<file path="src/rtl/gated_ctr_pkg.sv">
package gated_ctr_pkg;
  localparam int unsigned BYTE_W   = 8;
  localparam int unsigned SHORT_LO = 5;

  typedef enum logic {
    WIDTH_13 = 1'b0,
    WIDTH_16 = 1'b1
  } ctr_width_e;

  typedef enum logic [1:0] {
    SRC_PRESC  = 2'd0,
    SRC_SYSCLK = 2'd1,
    SRC_PIN    = 2'd2
  } tick_src_e;
endpackage

</file>
<file path="src/rtl/ctr_pin_edge.sv">
module ctr_pin_edge #(
  parameter int unsigned STAGES = 2
) (
  input  logic clk,
  input  logic rst_n,
  input  logic pin_async,
  output logic pin_fall
);
  logic [STAGES-1:0] sync_q;
  logic              prev_q;

  genvar g;
  generate
    for (g = 0; g < STAGES; g++) begin : g_sync
      if (g == 0) begin : g_first
        always_ff @(posedge clk) begin
          if (!rst_n) sync_q[0] <= 1'b1;
          else        sync_q[0] <= pin_async;
        end
      end else begin : g_next
        always_ff @(posedge clk) begin
          if (!rst_n) sync_q[g] <= 1'b1;
          else        sync_q[g] <= sync_q[g-1];
        end
      end
    end
  endgenerate

  always_ff @(posedge clk) begin
    if (!rst_n) prev_q <= 1'b1;
    else        prev_q <= sync_q[STAGES-1];
  end

  assign pin_fall = prev_q & ~sync_q[STAGES-1];

  // one edge yields a single-cycle tick, never two in a row
  a_r4_single_tick: assert property (@(posedge clk) disable iff (!rst_n)
    pin_fall |=> !pin_fall);
endmodule

</file>
<file path="src/rtl/ctr_tick_ctrl.sv">
module ctr_tick_ctrl
  import gated_ctr_pkg::*;
(
  input  logic clk,
  input  logic rst_n,
  input  logic src_ext,
  input  logic src_sysclk,
  input  logic run,
  input  logic gate_en,
  input  logic gate_pol,
  input  logic gate_line,
  input  logic presc_pulse,
  input  logic pin_fall,
  output logic step
);
  tick_src_e src;
  logic      raw_tick;
  logic      gate_open;

  always_comb begin
    if (src_ext)         src = SRC_PIN;
    else if (src_sysclk) src = SRC_SYSCLK;
    else                 src = SRC_PRESC;
    unique case (src)
      SRC_PIN:    raw_tick = pin_fall;
      SRC_SYSCLK: raw_tick = 1'b1;
      default:    raw_tick = presc_pulse;
    endcase
    gate_open = ~gate_en | (gate_line ^ ~gate_pol);
    step      = run & gate_open & raw_tick;
  end

  // a closed gate blocks every tick
  a_r6_gate_blocks: assert property (@(posedge clk) disable iff (!rst_n)
    (gate_en && (gate_line != gate_pol)) |-> !step);
  // prescaled source without a pulse gives no step
  a_r3_presc_only: assert property (@(posedge clk) disable iff (!rst_n)
    (!src_ext && !src_sysclk && !presc_pulse) |-> !step);
endmodule

</file>
<file path="src/rtl/ctr_count_core.sv">
module ctr_count_core
  import gated_ctr_pkg::*;
#(
  parameter int unsigned LO_W = BYTE_W,
  parameter int unsigned HI_W = BYTE_W,
  parameter int unsigned SL_W = SHORT_LO
) (
  input  logic            clk,
  input  logic            rst_n,
  input  ctr_width_e      width,
  input  logic            step,
  input  logic            lo_wr,
  input  logic            hi_wr,
  input  logic [LO_W-1:0] lo_data,
  input  logic [HI_W-1:0] hi_data,
  input  logic            ovf_clr,
  output logic [LO_W-1:0] lo_q,
  output logic [HI_W-1:0] hi_q,
  output logic            ovf_q
);
  localparam int unsigned WIDE_W  = LO_W + HI_W;
  localparam int unsigned SHORT_W = SL_W + HI_W;

  logic [WIDE_W-1:0]  wide_cur, wide_nxt;
  logic [SHORT_W-1:0] short_cur, short_nxt;
  logic               at_top;
  logic               any_wr;

  always_comb begin
    wide_cur  = {hi_q, lo_q};
    short_cur = {hi_q, lo_q[SL_W-1:0]};
    wide_nxt  = wide_cur + WIDE_W'(1);
    short_nxt = short_cur + SHORT_W'(1);
    at_top    = (width == WIDTH_16) ? (&wide_cur) : (&short_cur);
    any_wr    = lo_wr | hi_wr;
  end

  always_ff @(posedge clk) begin
    if (!rst_n) begin
      lo_q <= '0;
      hi_q <= '0;
    end else if (any_wr) begin
      if (lo_wr) lo_q <= lo_data;
      if (hi_wr) hi_q <= hi_data;
    end else if (step) begin
      if (width == WIDTH_16) begin
        {hi_q, lo_q} <= wide_nxt;
      end else begin
        hi_q             <= short_nxt[SHORT_W-1:SL_W];
        lo_q[SL_W-1:0]   <= short_nxt[SL_W-1:0];
      end
    end
  end

  always_ff @(posedge clk) begin
    if (!rst_n)                         ovf_q <= 1'b0;
    else if (!any_wr && step && at_top) ovf_q <= 1'b1;
    else if (ovf_clr)                   ovf_q <= 1'b0;
  end

  // a write lands unchanged even while counting
  a_r11_write_wins: assert property (@(posedge clk) disable iff (!rst_n)
    lo_wr |=> (lo_q == $past(lo_data)));
  // flag holds without a clear
  a_r10_flag_sticky: assert property (@(posedge clk) disable iff (!rst_n)
    (ovf_q && !ovf_clr) |=> ovf_q);
  // terminal step wraps to zero and raises the flag
  a_r9_wrap_zero: assert property (@(posedge clk) disable iff (!rst_n)
    (step && !any_wr && at_top) |=> (ovf_q && hi_q == '0));
  // upper low bits never move in 13-bit mode without a write
  a_r7_upper_kept: assert property (@(posedge clk) disable iff (!rst_n)
    (width == WIDTH_13 && !lo_wr) |=> $stable(lo_q[LO_W-1:SL_W]));
endmodule

</file>
<file path="src/rtl/gated_ctr_timer.sv">
module gated_ctr_timer
  import gated_ctr_pkg::*;
#(
  parameter int unsigned SYNC_STAGES = 2
) (
  input  logic              clk,
  input  logic              rst_n,
  input  logic              mode_wide,
  input  logic              src_ext,
  input  logic              src_sysclk,
  input  logic              run,
  input  logic              gate_en,
  input  logic              gate_pol,
  input  logic              gate_line,
  input  logic              presc_pulse,
  input  logic              count_pin,
  input  logic              lo_wr,
  input  logic              hi_wr,
  input  logic [BYTE_W-1:0] wr_data,
  input  logic              ovf_clr,
  output logic [BYTE_W-1:0] lo_q,
  output logic [BYTE_W-1:0] hi_q,
  output logic              ovf_flag
);
  logic       pin_fall;
  logic       step;
  ctr_width_e width;

  assign width = ctr_width_e'(mode_wide);

  ctr_pin_edge #(.STAGES(SYNC_STAGES)) u_edge (
    .clk       (clk),
    .rst_n     (rst_n),
    .pin_async (count_pin),
    .pin_fall  (pin_fall)
  );

  ctr_tick_ctrl u_tick (
    .clk         (clk),
    .rst_n       (rst_n),
    .src_ext     (src_ext),
    .src_sysclk  (src_sysclk),
    .run         (run),
    .gate_en     (gate_en),
    .gate_pol    (gate_pol),
    .gate_line   (gate_line),
    .presc_pulse (presc_pulse),
    .pin_fall    (pin_fall),
    .step        (step)
  );

  ctr_count_core #(.LO_W(BYTE_W), .HI_W(BYTE_W), .SL_W(SHORT_LO)) u_core (
    .clk     (clk),
    .rst_n   (rst_n),
    .width   (width),
    .step    (step),
    .lo_wr   (lo_wr),
    .hi_wr   (hi_wr),
    .lo_data (wr_data),
    .hi_data (wr_data),
    .ovf_clr (ovf_clr),
    .lo_q    (lo_q),
    .hi_q    (hi_q),
    .ovf_q   (ovf_flag)
  );

  // a stopped counter with no writes holds its value
  a_r5_hold_stopped: assert property (@(posedge clk) disable iff (!rst_n)
    (!run && !lo_wr && !hi_wr) |=> $stable({hi_q, lo_q}));
endmodule

</file>
<file path="config.mk">
export PLATFORM = sky130hd
export DESIGN_NAME = gated_ctr_timer
export DESIGN_NICKNAME = d
export VERILOG_FILES = /design/src/rtl/gated_ctr_pkg.sv /design/src/rtl/ctr_pin_edge.sv /design/src/rtl/ctr_tick_ctrl.sv /design/src/rtl/ctr_count_core.sv /design/src/rtl/gated_ctr_timer.sv
export SDC_FILE = /design/constraint.sdc
export NUM_CORES = 1
export LEC_CHECK = 0
export BUFFER_PORTS_ARGS = -buffer_cell sky130_fd_sc_hd__buf_2
export CORE_AREA = 2 2 52 54
export DETAILED_ROUTE_END_ITERATION = 16
export DIE_AREA = 0 0 54 56
export GPL_ROUTABILITY_DRIVEN = 0
export PLACE_DENSITY_LB_ADDON = 0.12
export SKIP_LAST_GASP = 1
export SYNTH_ARGS = -nofsm -noshare
export SYNTH_HDL_FRONTEND = slang
export SYNTH_SLANG_ARGS = --single-unit
</file>
<file path="constraint.sdc">
create_clock -name clk -period 3 [get_ports clk]
set_input_delay 0.3 -clock clk [delete_from_list [all_inputs] [get_ports clk]]
set_output_delay 0.3 -clock clk [all_outputs]
set_load 0.02 [all_outputs]
</file>
==> results.toml, run 1 <==
[run_status]
outcome = "finished clean"

[clock_network]
clock_latency_ns = 0.31
htreeDepth = 1
cts_buffer_depth = 2
cts_setup_buffers = 0
path_clk_slew_ns = 0.13
cts_tree = "yes"
cts_inserted_buffers = 3
cts.sinks = 20
root_buffer = "clkbuf_4"
holdBufCountCts = 0
cts_resized = 0

[worst_setup_path]
path_buf_inv = 0
r2r_slack_ns = 0.87
worstSetupEndpointType = "flop"
reg2reg_depth = 5
timing.critical_path.cells = "nand3b_1 > a221o_1 > o21ai_0 > o21ai_0 > a32o_1"
r2r-start = "u_edge.sync_q[1]$_SDFF_PN1_"
arrival_ns = 2.35
crit_fanout = 12
cpMaxStageDelayCell = "o21ai_0"
reg2reg_to = "u_core.lo_q[2]$_SDFFE_PN0P_"
cp-start-kind = "flop"
required_ns = 3.22
cpPeakStageDelay_ns = 0.56
cp_top_family = "compound AO/OA/AOI/OAI gates"
cp-startpoint = "u_edge.sync_q[1]$_SDFF_PN1_"
critPathKind = "reg -> reg"
crit_top_cell = "o21ai_0"

[synthesis]
synth-edff-count = 0
ys_types = 45
netlist_instances = 151
syn-cell-area_um2 = 1190
yosysMostFrequentCell = "dfxtp_1"
syn_avg_cell_area_um2 = 7.89
syn_nets = 174
yosysWarnings = 0
synth_top_area_cell = "dfxtp_1"
synth-seq-cells = 20
synthFlopType = "dfxtp_1"
synth_commonest_cells = "dfxtp_1 (20), nor2_1 (19), a21oi_1 (11), nand2_1 (11), o21ai_0 (9)"
synthArstFlopShare = 0
netlist_top_cells_area = "dfxtp_1 (34%), nor2_1 (6.0%), a21oi_1 (4.6%), o21ai_0 (3.8%), nand2_1 (3.5%)"
yosysTopAreaCellShare = 0.336
synth_seq_area_share = 0.336

[power]
swShare = 0.283
power_frac_seq = 0.459
power_uw = 653
pwr-share-comb = 0.197
power_frac_clock = 0.344
p_leak_uw = 0.000592
power.internal_uw = 468
power-per-cell-area_nw_per_um2 = 451
p_sw_uw = 185
ir_worst_vdd_mv = 0.261

[routing]
drtPass1Iterations = 4
detail_route.wl_per_cell_um = 14.9
dr.first_iter.drc_count = 49
drc_errors = 0
wl_um = 3240
ant_nets = 0
vias = 1339
via_per_inst = 6.17

[floorplanning]
dieArea_um2 = 3020
rows = 18
die_h_um = 56
core_area_um2 = 2430
start_util = 0.490
io_pins = 39
die_w_um = 54

[finish]
regArea_um2 = 400
final_layout_size_suffix_gt1_frac = 0.262
antenna_cells = 0
final_nets = 211
multiInputGateArea_um2 = 741
final_cells = 217
fill_cells = 236
area_growth_pct = 21.5

[sta]
setup_viol = 0
slew_headroom = 0.594
max_freq_ghz = 0.469
fin_crit_sh = 0.711
worst_slew_pin_slew_ns = 0.602
report.final.slew_viol_count = 0
fin_crit_ns = 2.13
fin_worst_skew_ns = 0.0102
hold_viol_final = 0
setup_tns_ns = 0
rsz0062_at_grt = "false"

[global_route]
grt_pass1_vias = 1136
grt_max_degree = 19
grt.total_usage = 0.225
grt_pass1_wl_um = 5290
antenna_found_initial = 0
grt-ovfl-total = 0

[hold_path]
hold_start = "count_pin"
hold_end = "u_edge.sync_q[0]$_SDFF_PN1_"
min_path_type = "in -> reg"
min_path_cells = 2

[place]
placed_cells = 213
portBuffers = 38
dp_hpwl_um = 2390

[job]
drv_cap = 0
cells by family after synthesis:
kind of cell	share of synthesized area
AO/OA/AOI/OAI	0.335
buffers and inverters	0.0420
AND/OR/NAND/NOR	0.247
flip-flops	0.336
XOR/XNOR	0.0294
adder cells (fa/ha/maj)	0.0105
routing by layer:
layer	wire [um]	global-route usage	vias up
met3	321	0.0269	4
met2	1490	0.347	66
met4	31	0.0714	0
met5	0	0	-
li1	-	-	652
met1	1400	0.320	617
power by group through the flow:
stage | Clock (uW) | Sequential, uW | Combinational (uW)
final | 225 | 300 | 128
after CTS | 232 | 300 | 128
after global routing | 242 | 303 | 141
after floorplan | 0 | 322 | 63.3
after detailed placement | 0 | 306 | 127
after global placement | 0 | 305 | 126
state kept, by name, indices dropped and copies added (netlist names):
signal         cells
u_core.ovf_q       1
u_core.lo_q        8
u_edge.prev_q      1
u_edge.sync_q      2
u_core.hi_q        8
stage by stage:
stage | hold WS, ns | cell area, um^2 | setup slack, ns | utilization
after floorplan | 0.373 | 1190 | 1.00 | -
after global placement | 0.388 | 1400 | 0.883 | 0.574
after detailed placement | 0.394 | 1400 | 0.829 | 0.574
after CTS | 0.145 | 1450 | 0.891 | 0.595
after global routing | 0.147 | 1450 | 0.703 | 0.595
final | 0.160 | 1450 | 0.867 | 0.595
worst max path at each step:
stage                                              to  cells after the start
after floorplan           u_core.hi_q[4]$_SDFFE_PN0P_                      6
after global placement    u_core.lo_q[2]$_SDFFE_PN0P_                      6
after detailed placement  u_core.lo_q[2]$_SDFFE_PN0P_                      6
after CTS                 u_core.lo_q[2]$_SDFFE_PN0P_                      5
after global routing      u_core.lo_q[2]$_SDFFE_PN0P_                      5
final                     u_core.lo_q[2]$_SDFFE_PN0P_                      5
layout make-up:
cell class / instances / area share
Clock buffer: 3 / 0.0156
Inverter: 7 / 0.0182
Sequential cell: 20 / 0.277
Multi-Input combinational cell: 118 / 0.512
Clock inverter: 1 / 0.0207
Tap cell: 30 / 0.0259
Timing Repair Buffer: 38 / 0.131
layout by cell type, fill, tap and decap left out, drive strengths merged, types with 2 or more instances in the layout:
master and instances:
buf 38, dfxtp 20, nor2 19, a21oi 11, nand2 11, o21ai 9, nand2b 7, inv 6
nand3 5, nor3 5, o31ai 5, nand4 4, xnor2 3, o31a 3, a211oi 3, clkbuf 3
a31o 2, or4 2, a22oi 2, o221a 2, nor4 2, a311oi 2, a32o 2, o32ai 2
(Power assumes the default switching activity.)
==> run 2, diff against run 1 <==
ABC_AREA = 1   (was default)
CORE_AREA = 2 2 58 60   (was 2 2 52 54)
DIE_AREA = 0 0 60 62   (was 0 0 54 56)
clock period = 2 ns   (was 3 ns; I/O delays follow)
==> results.toml, run 2 <==
[floorplanning]
io_pins = 39
die_h_um = 62
die_w_um = 60
dieArea_um2 = 3720
core_area_um2 = 3180
start_util = 0.461
rows = 21

[synthesis]
synth-edff-count = 0
syn_avg_cell_area_um2 = 6.35
synth-seq-cells = 20
synthFlopType = "dfxtp_1"
syn_nets = 254
yosysMostFrequentCell = "nand2_1"
netlist_instances = 231
synth_seq_area_share = 0.273
synth_top_area_cell = "dfxtp_1"
yosysTopAreaCellShare = 0.273
syn-cell-area_um2 = 1470
synthArstFlopShare = 0
ys_types = 25
netlist_top_cells_area = "dfxtp_1 (27%), nand2_1 (15%), nand3_1 (9.2%), inv_1 (6.4%), nor2_1 (6.1%)"
synth_commonest_cells = "nand2_1 (57), nand3_1 (27), inv_1 (25)"
yosysWarnings = 0

[worst_setup_path]
r2r_slack_ns = 0.45
reg2reg_depth = 10
reg2reg_to = "u_core.hi_q[0]$_SDFFE_PN0P_"
cpMaxStageDelayCell = "dfxtp_1"
crit_top_cell = "nor2_1"
worstSetupEndpointType = "flop"
timing.critical_path.cells = "ha_1 > nand2_2 > nor2_4 > nand3_2 > nand2_2 > nand2_1 > nand2_1 > nor2_1 > nor2_1 > nor2_1"
cp_top_family = "simple AND/OR/NAND/NOR gates"
critPathKind = "reg -> reg"
path_buf_inv = 0
r2r-start = "u_core.lo_q[0]$_SDFFE_PN0P_"
arrival_ns = 1.76
cp-start-kind = "flop"
cpPeakStageDelay_ns = 0.43
required_ns = 2.21
crit_fanout = 7

[sta]
fin_worst_skew_ns = 0.00316
hold_viol_final = 0
max_freq_ghz = 0.646
fin_ws_ns = 0.453
rsz0062_at_grt = "false"
worst_slew_pin_slew_ns = 0.403
setup_viol = 0
fin_crit_ns = 1.55
report.final.slew_viol_count = 0
slew_headroom = 0.731
fin_crit_sh = 0.773
setup_tns_ns = 0
hold_slack_ns = 0.0694

[power]
power-per-cell-area_nw_per_um2 = 538
power_frac_clock = 0.261
p_leak_uw = 0.000840
swShare = 0.336
ir_worst_vdd_mv = 0.304
p_sw_uw = 315
pwr-share-comb = 0.243
power.internal_uw = 621
power_frac_seq = 0.496

[run_status]
outcome = "finished clean"

[routing]
wl_um = 3730
drtPass1Iterations = 4
drc_errors = 0
vias = 1568
dr.first_iter.drc_count = 80
via_per_inst = 4.95
ant_nets = 0
detail_route.wl_per_cell_um = 11.8

[place]
portBuffers = 38
dp_hpwl_um = 2910
pre_cts_slack_ns = 0.483

[clock_network]
cts_inserted_buffers = 3
cts.sinks = 20
cts_tree = "yes"
htreeDepth = 1
path_clk_slew_ns = 0.12
root_buffer = "clkbuf_4"
clock_latency_ns = 0.30
holdBufCountCts = 0
cts_setup_buffers = 0
cts_resized = 0
cts_buffer_depth = 2

[finish]
final_common_cell = "nand2_1"
top_regs = "u_core.hi_q x8, u_core.lo_q x8, u_edge.sync_q x2"
final_layout_size_suffix_gt1_frac = 0.273
antenna_cells = 0
area_growth_pct = 18.5
final_nets = 295
layout_common_cells = "nand2_1 (57), buf_2 (38), nand3_1 (27)"
fill_cells = 328

[global_route]
grt_max_degree = 14
grt_pass1_wl_um = 6060
grt-ovfl-total = 0
grt.total_usage = 0.215
antenna_found_initial = 0
grt_pass1_vias = 1347

[job]
drv_cap = 0

[hold_path]
min_path_type = "in -> reg"
hold_end = "u_edge.sync_q[0]$_SDFF_PN1_"
hold_start = "count_pin"
min_path_cells = 2
run 2: cell families after synthesis:
kind of cell / share of synthesized area
AO/OA/AOI/OAI: 0.165
adder cells (fa/ha/maj): 0.00853
buffers and inverters: 0.0802
flip-flops: 0.273
AND/OR/NAND/NOR: 0.474
run 2: layer usage:
| layer | GRT usage | share of wire | up-vias |
|---|---|---|---|
| met5 | 0 | 0 | - |
| met4 | 0.0571 | 0.013 | 0 |
| met3 | 0.0248 | 0.035 | 6 |
| met2 | 0.343 | 0.44 | 35 |
| met1 | 0.307 | 0.51 | 693 |
| li1 | - | - | 834 |
run 2: worst max path at each step:
stage,startpoint,endpoint,cells after the start
2_1_floorplan,u_core.lo_q[0]$_SDFFE_PN0P_,u_core.hi_q[0]$_SDFFE_PN0P_,10
3_3_place_gp,u_core.lo_q[0]$_SDFFE_PN0P_,u_core.hi_q[0]$_SDFFE_PN0P_,10
3_5_place_dp,u_core.lo_q[0]$_SDFFE_PN0P_,u_core.hi_q[0]$_SDFFE_PN0P_,10
4_1_cts,u_core.lo_q[0]$_SDFFE_PN0P_,u_core.hi_q[0]$_SDFFE_PN0P_,10
5_1_grt,u_core.lo_q[0]$_SDFFE_PN0P_,u_core.hi_q[0]$_SDFFE_PN0P_,10
6_report,u_core.lo_q[0]$_SDFFE_PN0P_,u_core.hi_q[0]$_SDFFE_PN0P_,10
run 2: metrics by stage:
stage	std cells	instance area [um^2]	power (uW)	util
finish	317	1740	935	0.547
global route	317	1740	994	0.547
CTS	317	1740	946	0.547
detailed placement	313	1700	699	0.535
global placement	313	1700	699	0.535
floorplan	231	1470	618	-
run 2: layout make-up:
class	instances	area, um^2	share of cell area
multi-input cells	182	948	0.546
inverters	26	97.6	0.0562
well taps	46	57.6	0.0331
repair buffers	39	198	0.114
clock buffers	4	36.3	0.0209
flip-flops and latches	20	400	0.230
run 2: power groups by stage:
stage	Combinational, uW	Clock, uW	Sequential, uW
finish	228	244	464
global route	256	269	469
CTS	228	254	464
detailed placement	227	0	472
global placement	227	0	472
floorplan	123	0	495
